===== config.mk =====
export PLATFORM = sky130hd
export DESIGN_NAME = gpio_blink_top
export DESIGN_NICKNAME = d
export VERILOG_FILES = /design/src/rtl/gpio_blink_pkg.sv /design/src/rtl/gpio_blink_prescaler.sv /design/src/rtl/gpio_blink_regs.sv /design/src/rtl/gpio_blink_drive.sv /design/src/rtl/gpio_blink_top.sv
export SDC_FILE = /design/constraint.sdc
export NUM_CORES = 1
export LEC_CHECK = 0
export BUFFER_PORTS_ARGS = -buffer_cell sky130_fd_sc_hd__buf_4
export CORE_MARGIN = 5
export CORE_UTILIZATION = 40
export DETAILED_ROUTE_END_ITERATION = 10
export PLACE_DENSITY_LB_ADDON = 0.3
export SLEW_MARGIN = 20
export SYNTH_ARGS = -nofsm -noshare
export SYNTH_HDL_FRONTEND = slang
export SYNTH_SLANG_ARGS = --single-unit
export TNS_END_PERCENT = 1

===== constraint.sdc =====
create_clock -name clk -period 2 [get_ports clk]
set_input_delay 0.3 -clock clk [delete_from_list [all_inputs] [get_ports clk]]
set_output_delay 0.3 -clock clk [all_outputs]
set_load 0.005 [all_outputs]

===== src/rtl/gpio_blink_pkg.sv =====
// Shared constants for the blink generator: register width and the
// bit maps of the two reset domains.
package gpio_blink_pkg;
    localparam int unsigned REG_W = 32;
    // enable bits held in the resume domain (28, 27, 25)
    localparam logic [REG_W-1:0] RESUME_MASK  = 32'h1A00_0000;
    // enable bits held in the core domain (19, 18)
    localparam logic [REG_W-1:0] CORE_MASK    = 32'h000C_0000;
    // core-domain value after reset: bit 18 set as boot-failure indicator
    localparam logic [REG_W-1:0] CORE_DEFAULT = 32'h0004_0000;
endpackage


===== src/rtl/gpio_blink_prescaler.sv =====
// Divides the system clock into a square-wave phase that toggles every
// HALF_CYCLES clocks. Assumes HALF_CYCLES >= 2. Reset is synchronous,
// active low, and leaves the phase low.
module gpio_blink_prescaler #(
    parameter int unsigned HALF_CYCLES = 50_000_000
) (
    input  logic clk,
    input  logic rst_n,
    output logic phase
);
    localparam int unsigned CNT_W = (HALF_CYCLES > 1) ? $clog2(HALF_CYCLES) : 1;
    localparam logic [CNT_W-1:0] LAST = CNT_W'(HALF_CYCLES - 1);

    logic [CNT_W-1:0] cnt_q;
    logic             phase_q;

    // count one half-period, then wrap and flip the phase
    always_ff @(posedge clk) begin
        if (!rst_n) begin
            cnt_q   <= '0;
            phase_q <= 1'b0;
        end else if (cnt_q == LAST) begin
            cnt_q   <= '0;
            phase_q <= ~phase_q;
        end else begin
            cnt_q   <= cnt_q + 1'b1;
        end
    end

    assign phase = phase_q;

    AST_PHASE_ON_WRAP: assert property (@(posedge clk) disable iff (!rst_n)
        ($past(rst_n) && (phase_q != $past(phase_q))) |-> ($past(cnt_q) == LAST));
endmodule


===== src/rtl/gpio_blink_regs.sv =====
// Blink-enable register split over two reset domains. Reserved bits
// always read zero. Read data is combinational from the address.
module gpio_blink_regs
    import gpio_blink_pkg::*;
#(
    parameter int unsigned      ADDR_W = 8,
    parameter logic [ADDR_W-1:0] OFFSET = 8'h18
) (
    input  logic              clk,
    input  logic              core_rst_n,
    input  logic              resume_rst_n,
    input  logic              wr,
    input  logic [ADDR_W-1:0] addr,
    input  logic [REG_W-1:0]  wdata,
    output logic [REG_W-1:0]  enable,
    output logic [REG_W-1:0]  rdata
);
    logic             hit;
    logic [REG_W-1:0] core_q;
    logic [REG_W-1:0] resume_q;

    // decode the register offset
    assign hit = (addr == OFFSET);

    // core-domain bits: reset to the boot-indicator default
    always_ff @(posedge clk) begin
        if (!core_rst_n)
            core_q <= CORE_DEFAULT;
        else if (wr && hit)
            core_q <= wdata & CORE_MASK;
    end

    // resume-domain bits: cleared only by the resume reset
    always_ff @(posedge clk) begin
        if (!resume_rst_n)
            resume_q <= '0;
        else if (wr && hit)
            resume_q <= wdata & RESUME_MASK;
    end

    // merge the domains and drive read data
    always_comb begin
        enable = core_q | resume_q;
        rdata  = hit ? enable : '0;
    end

    AST_RSV_READ_ZERO: assert property (@(posedge clk) disable iff (!core_rst_n)
        (rdata & ~(CORE_MASK | RESUME_MASK)) == '0);
    AST_CORE_DEFAULT: assert property (@(posedge clk) disable iff (!core_rst_n)
        $past(!core_rst_n) |-> (enable[18] && !enable[19]));
    AST_RESUME_KEEP: assert property (@(posedge clk) disable iff (!resume_rst_n)
        ($past(resume_rst_n) && !core_rst_n && !(wr && hit))
        |=> ((enable & RESUME_MASK) == $past(enable & RESUME_MASK)));
endmodule


===== src/rtl/gpio_blink_drive.sv =====
// Per-pin output stage: a pin drives the phase when it is an output and
// its enable is set, otherwise it drives its level bit. Registered, with
// a synchronous active-low reset to zero.
module gpio_blink_drive #(
    parameter int unsigned WIDTH = 32
) (
    input  logic             clk,
    input  logic             rst_n,
    input  logic             phase,
    input  logic [WIDTH-1:0] enable,
    input  logic [WIDTH-1:0] dir_out,
    input  logic [WIDTH-1:0] level,
    output logic [WIDTH-1:0] pin
);
    logic [WIDTH-1:0] pin_q;

    for (genvar i = 0; i < WIDTH; i++) begin : g_pin
        // select the phase or the level bit for this pin
        always_ff @(posedge clk) begin
            if (!rst_n)
                pin_q[i] <= 1'b0;
            else
                pin_q[i] <= (dir_out[i] && enable[i]) ? phase : level[i];
        end
    end

    assign pin = pin_q;

    AST_INPUT_FOLLOWS_LEVEL: assert property (@(posedge clk) disable iff (!rst_n)
        $past(rst_n) |-> (((pin_q ^ $past(level)) & ~$past(dir_out)) == '0));
    AST_BLINK_TRACKS_PHASE: assert property (@(posedge clk) disable iff (!rst_n)
        $past(rst_n) |-> (((pin_q ^ {WIDTH{$past(phase)}}) & $past(dir_out & enable)) == '0));
endmodule


===== src/rtl/gpio_blink_top.sv =====
// Top level of the blink generator: register, shared prescaler and the
// per-pin drive stage. The level and direction registers are external.
module gpio_blink_top
    import gpio_blink_pkg::*;
#(
    parameter int unsigned       ADDR_W       = 8,
    parameter logic [ADDR_W-1:0] BLINK_OFFSET = 8'h18,
    parameter int unsigned       HALF_CYCLES  = 50_000_000
) (
    input  logic              clk,
    input  logic              core_rst_n,
    input  logic              resume_rst_n,
    input  logic              bus_wr,
    input  logic [ADDR_W-1:0] bus_addr,
    input  logic [REG_W-1:0]  bus_wdata,
    output logic [REG_W-1:0]  bus_rdata,
    input  logic [REG_W-1:0]  gpio_dir_out,
    input  logic [REG_W-1:0]  gpio_level,
    output logic [REG_W-1:0]  gpio_pin
);
    logic [REG_W-1:0] enable;
    logic             phase;

    gpio_blink_regs #(.ADDR_W(ADDR_W), .OFFSET(BLINK_OFFSET)) u_regs (
        .clk          (clk),
        .core_rst_n   (core_rst_n),
        .resume_rst_n (resume_rst_n),
        .wr           (bus_wr),
        .addr         (bus_addr),
        .wdata        (bus_wdata),
        .enable       (enable),
        .rdata        (bus_rdata)
    );

    gpio_blink_prescaler #(.HALF_CYCLES(HALF_CYCLES)) u_presc (
        .clk   (clk),
        .rst_n (core_rst_n),
        .phase (phase)
    );

    gpio_blink_drive #(.WIDTH(REG_W)) u_drive (
        .clk     (clk),
        .rst_n   (core_rst_n),
        .phase   (phase),
        .enable  (enable),
        .dir_out (gpio_dir_out),
        .level   (gpio_level),
        .pin     (gpio_pin)
    );

    AST_RESERVED_NO_BLINK: assert property (@(posedge clk) disable iff (!core_rst_n)
        $past(core_rst_n) |->
        (((gpio_pin ^ $past(gpio_level)) & ~(CORE_MASK | RESUME_MASK)) == '0));
endmodule


[After elaboration in Yosys (flattened, before gate mapping)]
Cells that the tools add are included.
Storage, ports and cells
  register bits: 64
  input bits: 108
  output and inout port bits: 64
  word-level logic and storage cells: 109
Cells by class
  add/subtract/negate cells: 1
  equal/unequal tests: 2
  mux-type cells: 33
  bitwise gates (word level): 3
  reduce and logical (&&, ||, !) cells: 34
Operators by type and width (number)
  two-way mux 1 bit: 32
  two-way mux 32 bit: 1
  logical AND 1 bit: 30
  OR 20 x 29 -> 29 bit: 1
  adder 26 x 1 -> 26 bit, second input constant: 1
  equality test 26 bit, second input constant: 1
  equality test 8 x 5 -> 1 bit, second input constant: 1
  logical AND 1 bit, second input constant: 3
  inverter 1 bit: 2
  OR reduction 2 bit: 1

[Longest topological paths before layout]
Gate-level depths: netlist of the first run.
  word-level depth: 3
  mapped depth: 6

[Hierarchy]
Synthesis of the first run repeated with hierarchy kept, for this count alone.
Unflattened totals
  cells, all modules: 362
  area total of the unflattened synthesis: 3210.6 sq um
By module, submodules not included
  gpio_blink_drive: instances 1, cells an instance 136, area each 1276.2 sq um, sequential area each 640.6 sq um
  gpio_blink_prescaler: instances 1, cells an instance 142, area each 1234.9 sq um, sequential area each 540.5 sq um
  gpio_blink_regs: instances 1, cells an instance 84, area each 699.4 sq um, sequential area each 100.1 sq um

[Worst setup path after synthesis of the first run]
No wires, ideal clock.
  kind: reg-to-reg
  from: register u_presc.cnt_q[16]
  to: register u_presc.cnt_q[3]
  data arrival time: 1405 ps
  required time: 1883 ps
  setup slack: 477 ps
  stages on the path, launching flop included: 6
  buffers on the path: 1
  period minus slack after synthesis: 1523 ps
  path through: dfxtp_1 -> nor4b_2 -> nand4_1 -> o31ai_4 -> buf_2 -> nor2_1
On the way
  word-level cells in the longest chain between the ends: 2
RTL lines
  from (decl): RTL line gpio_blink_prescaler.sv:14  | logic [CNT_W-1:0] cnt_q;
  from (signal assigned): RTL line gpio_blink_prescaler.sv:26  | cnt_q <= cnt_q + 1'b1;
  equality test 26 bit: RTL line gpio_blink_prescaler.sv:22  | end else if (cnt_q == LAST) begin
  OR reduction 2 bit (no source line)
Every way passes these cells.
A chain may end at the register's enable or synchronous reset.

[Worst setup path after layout of the first run]
  from: register u_presc.cnt_q[2]
  to: register u_presc.cnt_q[21]
On the way
  word-level cells in the longest chain between the ends: 2
RTL lines
  branches (longest 2 deep; another with adder 26 x 1 -> 26 bit)
Parallel ways; which one is timed is not known.

==> results.rst, run 1 <==
.. list-table::
   :header-rows: 1

   * - Metric
     - Value
   * - Result of the run
     - finished, final reports clean
   * - Post-synthesis cell type with the largest combined area
     - sky130_fd_sc_hd__dfxtp_1
   * - Netlist cell types
     - 34
   * - Cells on Worst Hold Path
     - 2
   * - Initial cell density of the core
     - 0.4045
   * - Required time of the critical path
     - 2270 ps
   * - Highest achievable clock rate
     - 0.5366 GHz
   * - Post-synth design cell area
     - 2703 um^2
   * - Number of buffers on the longest clock path
     - 2
   * - CTS H-Tree Depth
     - 3
   * - Average wire per standard cell
     - 13.17 um
   * - Number of enable flip-flop cells after synthesis
     - 0
   * - Post-Place Worst Slack
     - 149.3 ps
   * - Pin count of the biggest net entering global routing
     - 39
   * - First-pass GRT wire length
     - 9549 um
   * - CTS-repair resized insts
     - 0
   * - Endpoints failing hold
     - 0
   * - Total number of yosys warnings
     - 0
   * - Sort of element at the end of the critical path
     - flip-flop
   * - Sum of negative setup slack
     - 0 ps
   * - Total placed instance area
     - 3359 um^2
   * - Clock transition time at the flip-flop clock pins of the worst setup and hold paths
     - 70 ps
   * - Synthesis-stage register bit count
     - 64
   * - Gate family responsible for the most delay along the worst path
     - simple AND/OR/NAND/NOR gates
   * - Library cell contributing the largest single delay on the critical path
     - sky130_fd_sc_hd__or4_1
   * - Nature of the critical path startpoint
     - flip-flop
   * - RSZ-0062 raised after global routing
     - false
   * - Fraction of layout cells with a size suffix above 1
     - 0.3057
   * - Die Area
     - 8500 um^2
   * - WHS
     - 160.8 ps
   * - DRC errors left
     - 0
   * - Final setup margin
     - 136.6 ps
   * - Via count of the routed design
     - 2,185
   * - Ys flop type
     - sky130_fd_sc_hd__dfxtp_1
   * - Buffers added on ports
     - 90
   * - Area grow syn2layout
     - 33.70%
   * - Slowest Stage Delay on Critical Path
     - 530 ps
   * - Leakage power of the design
     - 1.577 nW
   * - Final cycle utilization of the critical path
     - 0.9317
   * - Total chip power
     - 2.931 mW
   * - Final design instance area without fill
     - 3613 um^2
   * - Sinks on Clock Net
     - 64
   * - Hold buffer count at cts
     - 0
   * - IO Pins
     - 172
   * - Post-synthesis cell count
     - 287
   * - Row count
     - 30
   * - Max FO, Critical Path
     - 13
   * - Clock period minus final worst setup slack
     - 1863 ps
   * - Cts bufs inserted
     - 9
   * - Placeable Area
     - 6681 um^2
   * - Count leader, synth
     - sky130_fd_sc_hd__dfxtp_1
   * - Clock latency on the worst-skew pair
     - 340 ps
   * - Via density per instance
     - 4.689
   * - Register-to-Register Path Depth
     - 4
   * - Sequential area share after synthesis
     - 0.4741
   * - Cell Chain, Critical Path
     - and4_1, nand4_4, or4_1, a21oi_1
   * - Die height
     - 92.20 um
   * - Final #Nets
     - 490
   * - Total Routing Usage GR
     - 0.1428
   * - Portion of synthesized cell area occupied by the leading cell type
     - 0.4741
   * - Post-CTS Setup Inserts
     - 0
   * - Clock root buffer
     - sky130_fd_sc_hd__clkbuf_8
   * - Initial antenna violation count
     - 0
   * - Residual antenna-violating net count after detailed routing
     - 0
   * - Number of global-route vias before repair
     - 2,000
   * - Type of the worst setup path
     - flip-flop to flip-flop
   * - Dominant cells by area after synthesis
     - sky130_fd_sc_hd__dfxtp_1 47%, sky130_fd_sc_hd__and2_1 8.1%, sky130_fd_sc_hd__buf_4 7.5%
   * - Data arrival time of the critical path
     - 2130 ps
   * - Avg Synthesized Cell Area
     - 9.417 um^2
   * - Share of async-settable or async-resettable flops after synthesis
     - 0
   * - Worst vdd rail ir drop
     - 0.3401 mV
   * - Number of diodes added for antenna fixing
     - 0
   * - Total stage count of the critical path
     - 4
   * - Die outline width
     - 92.20 um
   * - Worst hold-check path type
     - primary input to flip-flop
   * - Gpl congestion
     - 0.7599
   * - Clock skew after layout
     - 8.128 ps
   * - Number of maximum-capacitance violations
     - 0
   * - Cell area power density
     - 811.3 nW/um^2
   * - Leading cell types by count after synthesis
     - 64 x sky130_fd_sc_hd__dfxtp_1, 35 x sky130_fd_sc_hd__and2_1, 27 x sky130_fd_sc_hd__buf_4, 26 x sky130_fd_sc_hd__nand2_1, 18 x sky130_fd_sc_hd__nand3_1
   * - Setup violation total in the final timing report
     - 0
   * - Buffer and inverter count on the worst path
     - 0
   * - First-pass detailed-route iteration total
     - 4
   * - Post-DP HPWL
     - 4564 um
   * - Initial DRC Count
     - 47
   * - Pins Over Slew Limit
     - 0
   * - Wire length after detailed routing
     - 6135 um
   * - TritonCTS clock tree
     - built
   * - Total gr overflow
     - 0
-- cell usage in the layout, fill, tap and decap left out, types with 2 or more instances in the layout --
cell type and count:
sky130_fd_sc_hd__a21boi_0 9, sky130_fd_sc_hd__a21oi_1 12, sky130_fd_sc_hd__and2_1 35, sky130_fd_sc_hd__and3_1 4
sky130_fd_sc_hd__and4_1 5, sky130_fd_sc_hd__buf_4 93, sky130_fd_sc_hd__bufinv_16 3, sky130_fd_sc_hd__clkbuf_8 10
sky130_fd_sc_hd__clkinv_4 3, sky130_fd_sc_hd__conb_1 27, sky130_fd_sc_hd__dfxtp_1 64, sky130_fd_sc_hd__inv_1 3
sky130_fd_sc_hd__nand2_1 26, sky130_fd_sc_hd__nand3_1 18, sky130_fd_sc_hd__nand4_1 7, sky130_fd_sc_hd__nand4_4 2
sky130_fd_sc_hd__nor2_1 14, sky130_fd_sc_hd__nor4b_2 2, sky130_fd_sc_hd__o21ai_0 6, sky130_fd_sc_hd__o31ai_1 7
sky130_fd_sc_hd__or3_1 6, sky130_fd_sc_hd__or4_1 7, sky130_fd_sc_hd__xnor2_1 4, sky130_fd_sc_hd__xor2_1 8
-- through the flow --
stage                     utilization  cells
after CTS                      0.5408    466
after detailed placement       0.5028    450
final                          0.5408    466
after global placement         0.5028    450
after global routing           0.5408    466
after floorplan                     -    313
-- worst register-to-register path: cells and delay by family, from the launching register on --
family / cells / cell delay [ps]
AO/OA/AOI/OAI: 1 / 150
flip-flops: 1 / 430
AND/OR/NAND/NOR: 3 / 1220
-- metal layers --
metal  vias up  part of all wire  wire length [um]  GRT usage
met3         6             0.083               508    0.04840
met1       969              0.46              2801     0.1725
met2        90              0.45              2757     0.2318
met5         -                 0                 0          0
li1       1120                 -                 -          -
met4         0             0.011                68    0.05941
-- report_power, final --
group	internal, mW	total [mW]	leakage, nW	switching, mW
clock network	0.868	1.39	0.127	0.522
logic	0.134	0.215	0.925	0.0808
registers	1.31	1.33	0.525	0.0132
total	2.32	2.93	1.58	0.616
-- state kept, by name, indices dropped and copies added (netlist names) --
register	count
u_drive.pin	32
u_presc.cnt_q	26
u_presc.phase	1
u_regs.core_q	2
u_regs.resume_q	3
-- final timing paths --
check,to,from,slack (ps)
worst max-delay path,u_presc.cnt_q[21]$_SDFF_PP0_,u_presc.cnt_q[2]$_SDFF_PP0_,140
worst max register to register,u_presc.cnt_q[21]$_SDFF_PP0_,u_presc.cnt_q[2]$_SDFF_PP0_,140
worst min register to register,u_presc.cnt_q[0]$_SDFF_PP0_,u_presc.cnt_q[0]$_SDFF_PP0_,450
worst min-delay path,u_drive.pin[16]$_SDFF_PN0_,gpio_level[16],160
-- cells by family (layout without fill, tap and decap cells) --
group | count (synthesis) | in the layout | synth area share
buffers and inverters | 40 | 113 | 0.1000
DFF | 64 | 64 | 0.4741
adders and majority gates | 1 | 1 | 0.004629
AOI/OAI and AO/OA | 36 | 36 | 0.08843
xor gates and xnor gates | 12 | 12 | 0.03889
other | 1 | 27 | 0.001388
and+or+nand+nor | 133 | 133 | 0.2926
-- area by class of cell --
| cell class | instances | area (um^2) |
|---|---|---|
| Tap cell | 80 | 100.1 |
| Multi-Input combinational cell | 209 | 1249 |
| Sequential cell | 64 | 1281 |
| Clock buffer | 10 | 137.6 |
| Inverter | 3 | 11.26 |
| Clock inverter | 6 | 116.4 |
| Timing Repair Buffer | 94 | 718.2 |
| Fill cell | 601 | 3068 |
Note: power is estimated with default switching activity, not from simulation.
==> inputs of run 2 (changes only) <==
--- a/config.mk
+++ b/config.mk
@@ -9,7 +9,7 @@
 export CORE_MARGIN = 5
 export CORE_UTILIZATION = 40
 export DETAILED_ROUTE_END_ITERATION = 10
-export PLACE_DENSITY_LB_ADDON = 0.3
+export PLACE_DENSITY_LB_ADDON = 0.15
 export SLEW_MARGIN = 20
 export SYNTH_ARGS = -nofsm -noshare
 export SYNTH_HDL_FRONTEND = slang
==> results.rst, run 2 (synthesis results as in run 1) <==
.. list-table::
   :header-rows: 1

   * - Metric
     - Value
   * - Clock period minus final worst setup slack
     - 1784 ps
   * - Post-Place Worst Slack
     - 198.8 ps
   * - Sum of negative setup slack
     - 0 ps
   * - CTS-repair resized insts
     - 0
   * - Buffers added on ports
     - 90
   * - Number of buffers on the longest clock path
     - 2
   * - CTS H-Tree Depth
     - 3
   * - Cell area power density
     - 737.5 nW/um^2
   * - Gpl congestion
     - 0.7523
   * - Post-route core utilization
     - 0.5331
   * - Placeable Area
     - 6681 um^2
   * - Row count
     - 30
   * - Final #Nets
     - 491
   * - Area grow syn2layout
     - 31.81%
   * - Setup violation total in the final timing report
     - 0
   * - Sinks on Clock Net
     - 64
   * - Final design instance area without fill
     - 3562 um^2
   * - Total Routing Usage GR
     - 0.1445
   * - IO Pins
     - 172
   * - Commonest non-fill, non-tap cells in the layout
     - 94 x sky130_fd_sc_hd__buf_4, 64 x sky130_fd_sc_hd__dfxtp_1, 35 x sky130_fd_sc_hd__and2_1
   * - First-pass detailed-route iteration total
     - 4
   * - Sequential cell area in the final layout
     - 1281 um^2
   * - Via count of the routed design
     - 2,158
   * - Total chip power
     - 2.627 mW
   * - Commonest non-fill, non-tap cell in the layout
     - sky130_fd_sc_hd__buf_4
   * - Via density per instance
     - 4.621
   * - RSZ-0062 raised after global routing
     - false
   * - Multi-input gate area in the final layout
     - 1249 um^2
   * - Nature of the critical path startpoint
     - primary input
   * - Residual antenna-violating net count after detailed routing
     - 0
   * - First-pass GRT wire length
     - 9770 um
   * - Post-CTS Setup Inserts
     - 0
   * - Flip-flop count of the largest register after layout
     - 32
   * - Pins Over Slew Limit
     - 0
   * - Required time of the critical path
     - 1700 ps
   * - Endpoints failing hold
     - 0
   * - Result of the run
     - finished, final reports clean
   * - Data arrival time of the critical path
     - 1480 ps
   * - Wire length after detailed routing
     - 5918 um
   * - Worst vdd rail ir drop
     - 0.3838 mV
   * - Total placed instance area
     - 3367 um^2
   * - Die outline width
     - 92.20 um
   * - Highest achievable clock rate
     - 0.5605 GHz
   * - Number of diodes added for antenna fixing
     - 0
   * - Number of global-route vias before repair
     - 2,069
   * - Type of the worst setup path
     - primary input to output port
   * - Number of maximum-capacitance violations
     - 0
   * - Average wire per standard cell
     - 12.67 um
   * - Fraction of layout cells with a size suffix above 1
     - 0.3075
   * - Clock root buffer
     - sky130_fd_sc_hd__clkbuf_8
   * - Sort of element at the end of the critical path
     - output port
   * - Clock transition time at the flip-flop clock pins of the worst setup and hold paths
     - 80 ps
   * - Post-DP HPWL
     - 4373 um
   * - TritonCTS clock tree
     - built
   * - Initial antenna violation count
     - 0
   * - Dominant cell type by count on the critical path
     - sky130_fd_sc_hd__buf_4
   * - Pin count of the biggest net entering global routing
     - 39
   * - Initial DRC Count
     - 64
   * - Clock skew after layout
     - 3.984 ps
   * - Library cell contributing the largest single delay on the critical path
     - sky130_fd_sc_hd__and3_1
   * - Max FO, Critical Path
     - 10
   * - Filler Cell Count
     - 654
   * - Cell Chain, Critical Path
     - buf_4, nor4b_1, and3_1, and2_1, buf_4
   * - Total gr overflow
     - 0
   * - Leakage power of the design
     - 1.546 nW
   * - Slowest Stage Delay on Critical Path
     - 400 ps
   * - Die height
     - 92.20 um
   * - Cts bufs inserted
     - 9
   * - Die Area
     - 8500 um^2
   * - Worst hold-check path type
     - primary input to flip-flop
   * - Final cycle utilization of the critical path
     - 0.8921
   * - Final setup margin
     - 215.8 ps
   * - DRC errors left
     - 0
   * - Clock latency on the worst-skew pair
     - 340 ps
   * - Hold buffer count at cts
     - 0
   * - Initial cell density of the core
     - 0.4045
[run 2: stage by stage]
stage,hold slack [ps],std cells
3_5_place_dp,455.9,451
6_report,155.9,467
3_3_place_gp,440.7,451
5_1_grt,138.8,467
4_1_cts,137.3,467
2_1_floorplan,425.7,313
[run 2: critical path, delay by kind of cell]
kind	cells	cell delay (ps)
buf+inv	2	220
simple gates	3	960
[run 2: path summary, 6_finish.rpt]
| path | start | end | slack [ps] | cells past startpoint |
|---|---|---|---|---|
| worst max register to register | u_presc.cnt_q[2]$_SDFF_PP0_ | u_presc.cnt_q[20]$_SDFF_PP0_ | 240 | 5 |
| worst min-delay path | gpio_level[6] | u_drive.pin[6]$_SDFF_PN0_ | 160 | 2 |
| worst min register to register | u_presc.cnt_q[0]$_SDFF_PP0_ | u_presc.cnt_q[0]$_SDFF_PP0_ | 460 | 1 |
| worst max-delay path | bus_addr[5] | bus_rdata[18] | 220 | 5 |
[run 2: report_power, final]
part,internal (mW),switching (mW),total (mW)
combinational,0.134,0.0810,0.215
sequential,1.31,0.0131,1.33
clock,0.574,0.511,1.09
total,2.02,0.606,2.63
[run 2: cell type report]
| cell class | count | area share |
|---|---|---|
| clock buffers | 9 | 0.03477 |
| repair buffers | 95 | 0.2037 |
| well taps | 80 | 0.02810 |
| flip-flops and latches | 64 | 0.3597 |
| inverters | 3 | 0.003161 |
| multi-input cells | 209 | 0.3505 |
| clock inverters | 7 | 0.02002 |
[run 2: metal layers]
layer	GRT usage	vias up	wire, um
met2	0.2208	77	2621
met5	0	-	0
met1	0.1821	946	2759
met3	0.05086	9	446
li1	-	1126	-
met4	0.06683	0	91
